<file path="src/rtl/itmr_pkg.sv">
package itmr_pkg;

  localparam int TMR_W     = 8;
  localparam int NUM_BASES = 4;
  localparam int SEL_W     = $clog2(NUM_BASES);

  typedef enum logic [SEL_W-1:0] {
    BASE_FRAC = 2'd0,
    BASE_SEC  = 2'd1,
    BASE_MIN  = 2'd2,
    BASE_HOUR = 2'd3
  } base_e;

endpackage

</file>
<file path="src/rtl/itmr_base_mux.sv">
module itmr_base_mux
  import itmr_pkg::*;
#(
  parameter int N_BASE = NUM_BASES,
  parameter int S_W    = SEL_W
) (
  input  logic [N_BASE-1:0] strobes,
  input  logic [S_W-1:0]    sel,
  output logic              tick
);

  logic [N_BASE-1:0] picked;

  for (genvar g = 0; g < N_BASE; g++) begin : g_pick
    assign picked[g] = strobes[g] & (sel == S_W'(g));
  end

  assign tick = |picked;

  always_comb begin
    assert ($onehot0(picked)); // at most one base taken
  end

endmodule

</file>
<file path="src/rtl/itmr_counter.sv">
module itmr_counter #(
  parameter int CNT_W = itmr_pkg::TMR_W
) (
  input  logic             clk,
  input  logic             rst_n,
  input  logic             tick,
  input  logic             tmr_en,
  input  logic             rtc_en,
  input  logic             one_shot,
  input  logic [CNT_W-1:0] interval,
  output logic [CNT_W-1:0] count,
  output logic             fire,
  output logic             stopped
);

  localparam int EXT_W = CNT_W + 1;

  function automatic logic [EXT_W-1:0] span_of(input logic [CNT_W-1:0] iv);
    return (iv == '0) ? EXT_W'(1) << CNT_W : EXT_W'(iv);
  endfunction

  function automatic logic [EXT_W-1:0] bump(input logic [CNT_W-1:0] c);
    return EXT_W'(c) + EXT_W'(1);
  endfunction

  logic             running;
  logic             step;
  logic [EXT_W-1:0] nxt;
  logic [EXT_W-1:0] span;

  assign running = tmr_en & rtc_en & ~stopped;
  assign step    = running & tick;
  assign nxt     = bump(count);
  assign span    = span_of(interval);
  assign fire    = step & (nxt == span);

  always_ff @(posedge clk or negedge rst_n) begin
    if (!rst_n) begin
      count   <= '0;
      stopped <= 1'b0;
    end else if (!tmr_en) begin
      count   <= '0;
      stopped <= 1'b0;
    end else if (fire) begin
      count   <= '0;
      stopped <= one_shot;
    end else if (step) begin
      count   <= nxt[CNT_W-1:0];
    end
  end

  AST_CLEAR_WHEN_OFF: assert property (@(posedge clk) disable iff (!rst_n)
    !tmr_en |=> (count == '0));

  AST_HOLD_NO_RTC: assert property (@(posedge clk) disable iff (!rst_n)
    (tmr_en && !rtc_en) |=> $stable(count));

  AST_ONESHOT_IDLE: assert property (@(posedge clk) disable iff (!rst_n)
    (stopped && tmr_en) |=> (count == '0) && !fire);

  AST_FIRE_WRAPS: assert property (@(posedge clk) disable iff (!rst_n)
    (fire && tmr_en) |=> (count == '0));

  AST_STEP_BY_ONE: assert property (@(posedge clk) disable iff (!rst_n)
    (step && !fire && tmr_en) |=> (count == $past(count) + CNT_W'(1)));

endmodule

</file>
<file path="src/rtl/itmr_flag.sv">
module itmr_flag (
  input  logic clk,
  input  logic rst_n,
  input  logic fire,
  input  logic clr,
  output logic flag,
  output logic irq
);

  always_ff @(posedge clk or negedge rst_n) begin
    if (!rst_n) begin
      flag <= 1'b0;
      irq  <= 1'b0;
    end else begin
      irq <= fire;
      if (fire)     flag <= 1'b1;
      else if (clr) flag <= 1'b0;
    end
  end

  AST_EVENT_WINS: assert property (@(posedge clk) disable iff (!rst_n)
    fire |=> flag);

  AST_CLEAR_TAKES: assert property (@(posedge clk) disable iff (!rst_n)
    (clr && !fire) |=> !flag);

  AST_IRQ_ONE_CYCLE: assert property (@(posedge clk) disable iff (!rst_n)
    (irq && !fire) |=> !irq);

  AST_NO_SELF_SET: assert property (@(posedge clk) disable iff (!rst_n)
    (!flag && !fire) |=> !flag);

endmodule

</file>
<file path="src/rtl/interval_alarm_timer.sv">
module interval_alarm_timer
  import itmr_pkg::*;
#(
  parameter int CNT_W = TMR_W
) (
  input  logic             clk,
  input  logic             rst_n,
  input  logic             stb_frac,
  input  logic             stb_sec,
  input  logic             stb_min,
  input  logic             stb_hour,
  input  logic [1:0]       base_sel,
  input  logic             one_shot,
  input  logic             tmr_en,
  input  logic             rtc_en,
  input  logic [CNT_W-1:0] interval,
  input  logic             flag_clr,
  output logic [CNT_W-1:0] tick_count,
  output logic             alarm_flag,
  output logic             alarm_irq
);

  logic [NUM_BASES-1:0] strobes;
  logic                 sel_tick;
  logic                 alarm_fire;
  logic                 shot_done;

  assign strobes[BASE_FRAC] = stb_frac;
  assign strobes[BASE_SEC]  = stb_sec;
  assign strobes[BASE_MIN]  = stb_min;
  assign strobes[BASE_HOUR] = stb_hour;

  itmr_base_mux #(.N_BASE(NUM_BASES), .S_W(SEL_W)) u_mux (
    .strobes (strobes),
    .sel     (base_sel),
    .tick    (sel_tick)
  );

  itmr_counter #(.CNT_W(CNT_W)) u_cnt (
    .clk      (clk),
    .rst_n    (rst_n),
    .tick     (sel_tick),
    .tmr_en   (tmr_en),
    .rtc_en   (rtc_en),
    .one_shot (one_shot),
    .interval (interval),
    .count    (tick_count),
    .fire     (alarm_fire),
    .stopped  (shot_done)
  );

  itmr_flag u_flag (
    .clk   (clk),
    .rst_n (rst_n),
    .fire  (alarm_fire),
    .clr   (flag_clr),
    .flag  (alarm_flag),
    .irq   (alarm_irq)
  );

  AST_IRQ_FLAG: assert property (@(posedge clk) disable iff (!rst_n)
    alarm_irq |-> alarm_flag);

  AST_NO_FIRE_OFF: assert property (@(posedge clk) disable iff (!rst_n)
    (!rtc_en || !tmr_en) |-> !alarm_fire);

endmodule

</file>
<file path="config.mk">
export PLATFORM = sky130hd
export DESIGN_NAME = interval_alarm_timer
export DESIGN_NICKNAME = d
export VERILOG_FILES = /design/src/rtl/itmr_pkg.sv /design/src/rtl/itmr_base_mux.sv /design/src/rtl/itmr_counter.sv /design/src/rtl/itmr_flag.sv /design/src/rtl/interval_alarm_timer.sv
export SDC_FILE = /design/constraint.sdc
export NUM_CORES = 1
export LEC_CHECK = 0
export BUFFER_PORTS_ARGS = -buffer_cell sky130_fd_sc_hd__buf_2
export CAP_MARGIN = 15
export CORE_MARGIN = 2
export CORE_UTILIZATION = 34
export CTS_CLUSTER_DIAMETER = 150
export DETAILED_ROUTE_END_ITERATION = 7
export HOLD_SLACK_MARGIN = 0.08
export PLACE_DENSITY = 0.63
export SYNTH_ARGS = -nofsm -noshare
export SYNTH_HDL_FRONTEND = slang
export SYNTH_SLANG_ARGS = --single-unit
</file>
<file path="constraint.sdc">
create_clock -name clk -period 2.9 [get_ports clk]
set_input_delay 0.58 -clock clk [delete_from_list [all_inputs] [get_ports clk]]
set_output_delay 0.58 -clock clk [all_outputs]
set_load 0.005 [all_outputs]
</file>
Word level (Yosys, flattened, before mapping). Index checks and enable logic that the tools add are counted.

Muxes and demuxes: 8. Bitwise gates (word level): 9. Eq/ne operators: 6. Add/sub/neg operators: 1. Reductions and logical operators: 4.

Operators with widths (number): $mux 8 (3); $add 8x1->9 const B (1); $eq 9x9->1 (1); $mux 9 (1); $and 1x1->1 (8); $logic_not 8->1 (1); $eq 2x2->1 const B (2); $mux 1 (4); $reduce_or 4->1 (1); $ne 3x1->1 const B (1); $eq 2x1->1 const B (1); $logic_not 2->1 (1); $ne 2x1->1 const B (1); $reduce_bool 2->1 (1); $not 1->1 (1).

Output and inout bits: 10. Logic and storage cells: 32. Register bits: 11. Input bits: 20.

Longest topological paths before layout.
Depth in word-level cells: 7. Depth in mapped cells: 8. Gate-level depth less buffers: 7.

By module. Synthesis repeated with hierarchy kept, for this count alone.

Cell total of the unflattened synthesis: 89. Area total of the unflattened synthesis: 818.3 um2.

Modules (own cells, without submodules): itmr_counter (area each 734.5 um2, sequential area each 225.2 um2, cells an instance 84, times used 1); itmr_flag (area each 61.3 um2, sequential area each 50.0 um2, cells an instance 4, times used 1); itmr_base_mux (area each 22.5 um2, sequential area each 0.0 um2, cells an instance 1, times used 1).

Worst setup path before layout. OpenSTA, ideal clock, no wires.

Path type: register to register. From: reg u_cnt.count[0]. To: reg u_cnt.count[0]. Data required time: 2.775 ns. Period minus slack after synthesis: 2.035 ns. Path buffers: 1. Setup time: 0.125 ns. Data arrival time: 1.910 ns. Cell stages (with the launch flop): 9. Setup slack: 0.865 ns. Cell sequence: dfrtp_1 -> ha_1 -> buf_2 -> o21ba_2 -> a22oi_1 -> o2111ai_1 -> nor3_1 -> nor2_1 -> mux2_2.

Longest elaborated chain between the ends: 5. Elaborated cells on any way between the ends: 7. Classes of those cells: add/sub: 1; eq/ne: 2; mux: 3; bitwise: 1.

RTL lines: from (decl) (RTL line itmr_counter.sv:11) `output logic [CNT_W-1:0] count,`; from (signal assigned) (RTL line itmr_counter.sv:48) `count <= nxt[CNT_W-1:0];`; $add 8x1->9 * (RTL line itmr_counter.sv:23) `return EXT_W'(c) + EXT_W'(1);`; $eq 9x9->1 (RTL line itmr_counter.sv:35) `assign fire = step & (nxt == span);`; $and 1x1->1 (RTL line itmr_counter.sv:35); $mux 8 (RTL line itmr_counter.sv:44) `end else if (fire) begin`; $mux 8 (RTL line itmr_counter.sv:41) `end else if (!tmr_en) begin`.

Every way passes the cells marked *; elsewhere a longest branch is shown, timed or not. The select of a mux whose other input is x is not followed. A chain may end at the register's enable or synchronous reset.

Worst setup path in the final report.
From: reg u_cnt.count[0]. To: reg u_cnt.count[7].

The elaborated chain is that of the path after synthesis.

==> key figures <==
Critical path
  • Startpoint Class: flip-flop
  • WS Path Type: reg -> reg
  • Worst path required time: 3.03 ns
  • Critical Path Sink: u_cnt.count[7]$_DFFE_PN0P_
  • Arrival time at the worst endpoint: 2.45 ns
  • Crit. End Element: flip-flop
  • Register-to-Register Path Depth: 6
  • Reg-to-Reg End: u_cnt.count[7]$_DFFE_PN0P_
  • Critical path fanouts, max: 9
  • Register-to-register setup slack: 0.58 ns
  • Crit path from: u_cnt.count[0]$_DFFE_PN0P_
  • FF-to-FF Start: u_cnt.count[0]$_DFFE_PN0P_

Die
  • Chip width: 56.89 microns
  • IO Count: 30
  • Die height: 56.89 microns
  • Die ar.: 3236 sq um
  • Core area: 2710 sq um
  • Rows: 19
  • Initial Util: 0.3509

Clocking
  • Clock Sinks: 11
  • Post-CTS Resized: 0
  • CTS Root Cell: clkbuf_4
  • Cts hold-fix bufs: 0
  • Worst-Skew Late Latency: 0.27 ns
  • Number of CTS-inserted buffers: 3
  • CTS tree: done
  • Post-CTS Setup Bufs: 0
  • H-tree lvl count: 1
  • CTS Buffer Depth: 2
  • Clock transition at the registers of the reported paths: 0.07 ns

Placed design
  • DP HPWL: 1.741 mm
  • Gp weighted congestion: 0.8619
  • Placed cells: 155
  • I/O Buffers: 29

STA
  • Post-route minimum period: 2.322 ns
  • # setup viols final: 0
  • Final Max Slew Viols: 0
  • RSZ-0062 raised after global routing: false
  • Fmax achieved: 0.4306 GHz
  • Worst Tran Pin Value: 0.5423 ns
  • Setup TNS: 0 ns
  • Hold Violations, Final: 0
  • Clk_skew: 0.0008198 ns
  • Final period util: 0.8008
  • Worst rel slew slack: 0.6355

Layout
  • Share of layout cells above drive strength 1: 0.3594
  • Fin nets: 150
  • Finished Layout Cells: 159
  • ANT cells: 0
  • Area delta synth->final: 17.90%

Drt
  • Avg WL per Cell: 13.61 microns
  • Antenna-violating nets left: 0
  • Final wirelength: 2.164 mm
  • Initial DRC count: 15
  • Detailed Routing Iterations Pass 1: 4
  • Vias: 856
  • DRC viols: 0
  • Vias per cell: 5.384

Synthesis
  • EDFF count, synth: 0
  • Top cells by area, synth: dfrtp_1, xnor2_1, nand3_1
  • Post-Synthesis Cells: 101
  • Sequential-to-total area share from yosys stat: 0.2895
  • Syn avg cell area: 9.415 sq um
  • Post-synth ARST share: 1.000
  • Synthesis-stage register bit count: 11
  • Top_reg_cell synth: dfrtp_1
  • Post-synth net total: 122
  • Most frequent cell after synthesis: dfrtp_1
  • Yosys top cell by area: dfrtp_1
  • Distinct cell type count after synthesis: 47
  • Synth warn: 0
  • Post-synth top area share: 0.2895
  • Post-synth top cells: dfrtp_1, nand3_1, o21ai_0
  • Mapped Area: 950.9 sq um

Outcome
  • Outcome: finished, final reports clean

GRT
  • Vias in the first global route: 802
  • Initial antenna violation count: 0
  • Total gr overflow: 0
  • First-pass GRT wire length: 3.691 mm
  • Pin count of the biggest net entering global routing: 14
  • All-Layer GR Usage: 0.1474

Flow run
  • Max cap viols: 0

Power and ir drop
  • Leakage: 0.4947 nW
  • Max rail drop VDD: 0.2463 mV
  • Pwr Density: 310.2 nW/um^2

Hold path
  • Min-delay worst type: in -> async
layout by cell type (no fill, tap or decap), drive strengths merged, types with 2 or more instances in the layout:
cell / n
xnor2: 6
nor3: 3
clkbuf: 4
nor2: 4
o21ai: 7
a22oi: 2
a21oi: 2
dfrtp: 11
nand2: 6
nor3b: 4
o22ai: 2
nand3: 9
a21o: 3
inv: 3
a22o: 2
xor2: 4
nor4: 4
buf: 30
state kept, by name (all words and copies together) (netlist names):
signal         count
u_cnt.count        8
u_cnt.stopped      1
u_flag.flag        1
u_flag.irq         1
cells by family (layout without fill, tap and decap cells):
logic type      after synthesis  after routing  share of synthesized area
compound gates               26             26                     0.2000
fa+ha+maj                     1              1                    0.01316
buf+inv                      10             37                    0.06184
simple gates                 40             40                     0.2974
mux                           3              3                    0.04605
xor+xnor                     10             10                    0.09210
flops                        11             11                     0.2895
per-layer routing:
metal	vias up	share of wire	GRT usage
met4	0	0.0060	0.02990
met3	2	0.041	0.05530
li1	434	-	-
met2	17	0.50	0.2381
met5	-	0	0
met1	403	0.45	0.1878
cell type report:
class | count | area [sq um]
fillers | 280 | 1589
clock buffers | 4 | 26.28
well taps | 31 | 38.79
flip-flops and latches | 11 | 275.3
multi-input cells | 80 | 616.8
repair buffers | 30 | 152.6
inverters | 3 | 11.26
critical path, stage by stage (launching register included):
cell     delay (ns)
dfrtp_1        0.51
ha_1           0.39
nand3_1        0.21
nor3b_1        0.24
o22ai_1        0.14
nor4_2         0.50
o21ai_0        0.18
per-stage QoR:
stage          utilization  hold WS, ns  setup WS, ns  total power, mW  area [sq um]
5_1_grt             0.4137       0.1702        0.3648           0.3717          1121
3_3_place_gp        0.4040       0.4577        0.6001           0.2447          1095
2_1_floorplan            -       0.2844        0.8651           0.2158         950.9
3_5_place_dp        0.4040       0.4640        0.5949           0.2466          1095
4_1_cts             0.4137       0.1640        0.6001           0.3526          1121
6_report            0.4137       0.1628        0.5778           0.3477          1121
how the worst min path moves through the flow:
| stage | depth (start not counted) | end | start | slack, ns |
|---|---|---|---|---|
| global route | 1 | u_cnt.count[7]$_DFFE_PN0P_ | rst_n | 0.17 |
| detailed placement | 2 | u_cnt.stopped$_DFFE_PN0P_ | u_cnt.stopped$_DFFE_PN0P_ | 0.46 |
| global placement | 1 | u_cnt.count[3]$_DFFE_PN0P_ | rst_n | 0.46 |
| finish | 1 | u_cnt.count[3]$_DFFE_PN0P_ | rst_n | 0.16 |
| floorplan | 0 | u_cnt.count[0]$_DFFE_PN0P_ | rst_n | 0.28 |
| CTS | 1 | u_cnt.count[3]$_DFFE_PN0P_ | rst_n | 0.16 |
where the power goes:
group | internal (mW) | switching (mW)
logic | 0.0359 | 0.0370
clock network | 0.0534 | 0.0510
registers | 0.158 | 0.0125
total | 0.247 | 0.101
Note: power is estimated with default switching activity, not from simulation.
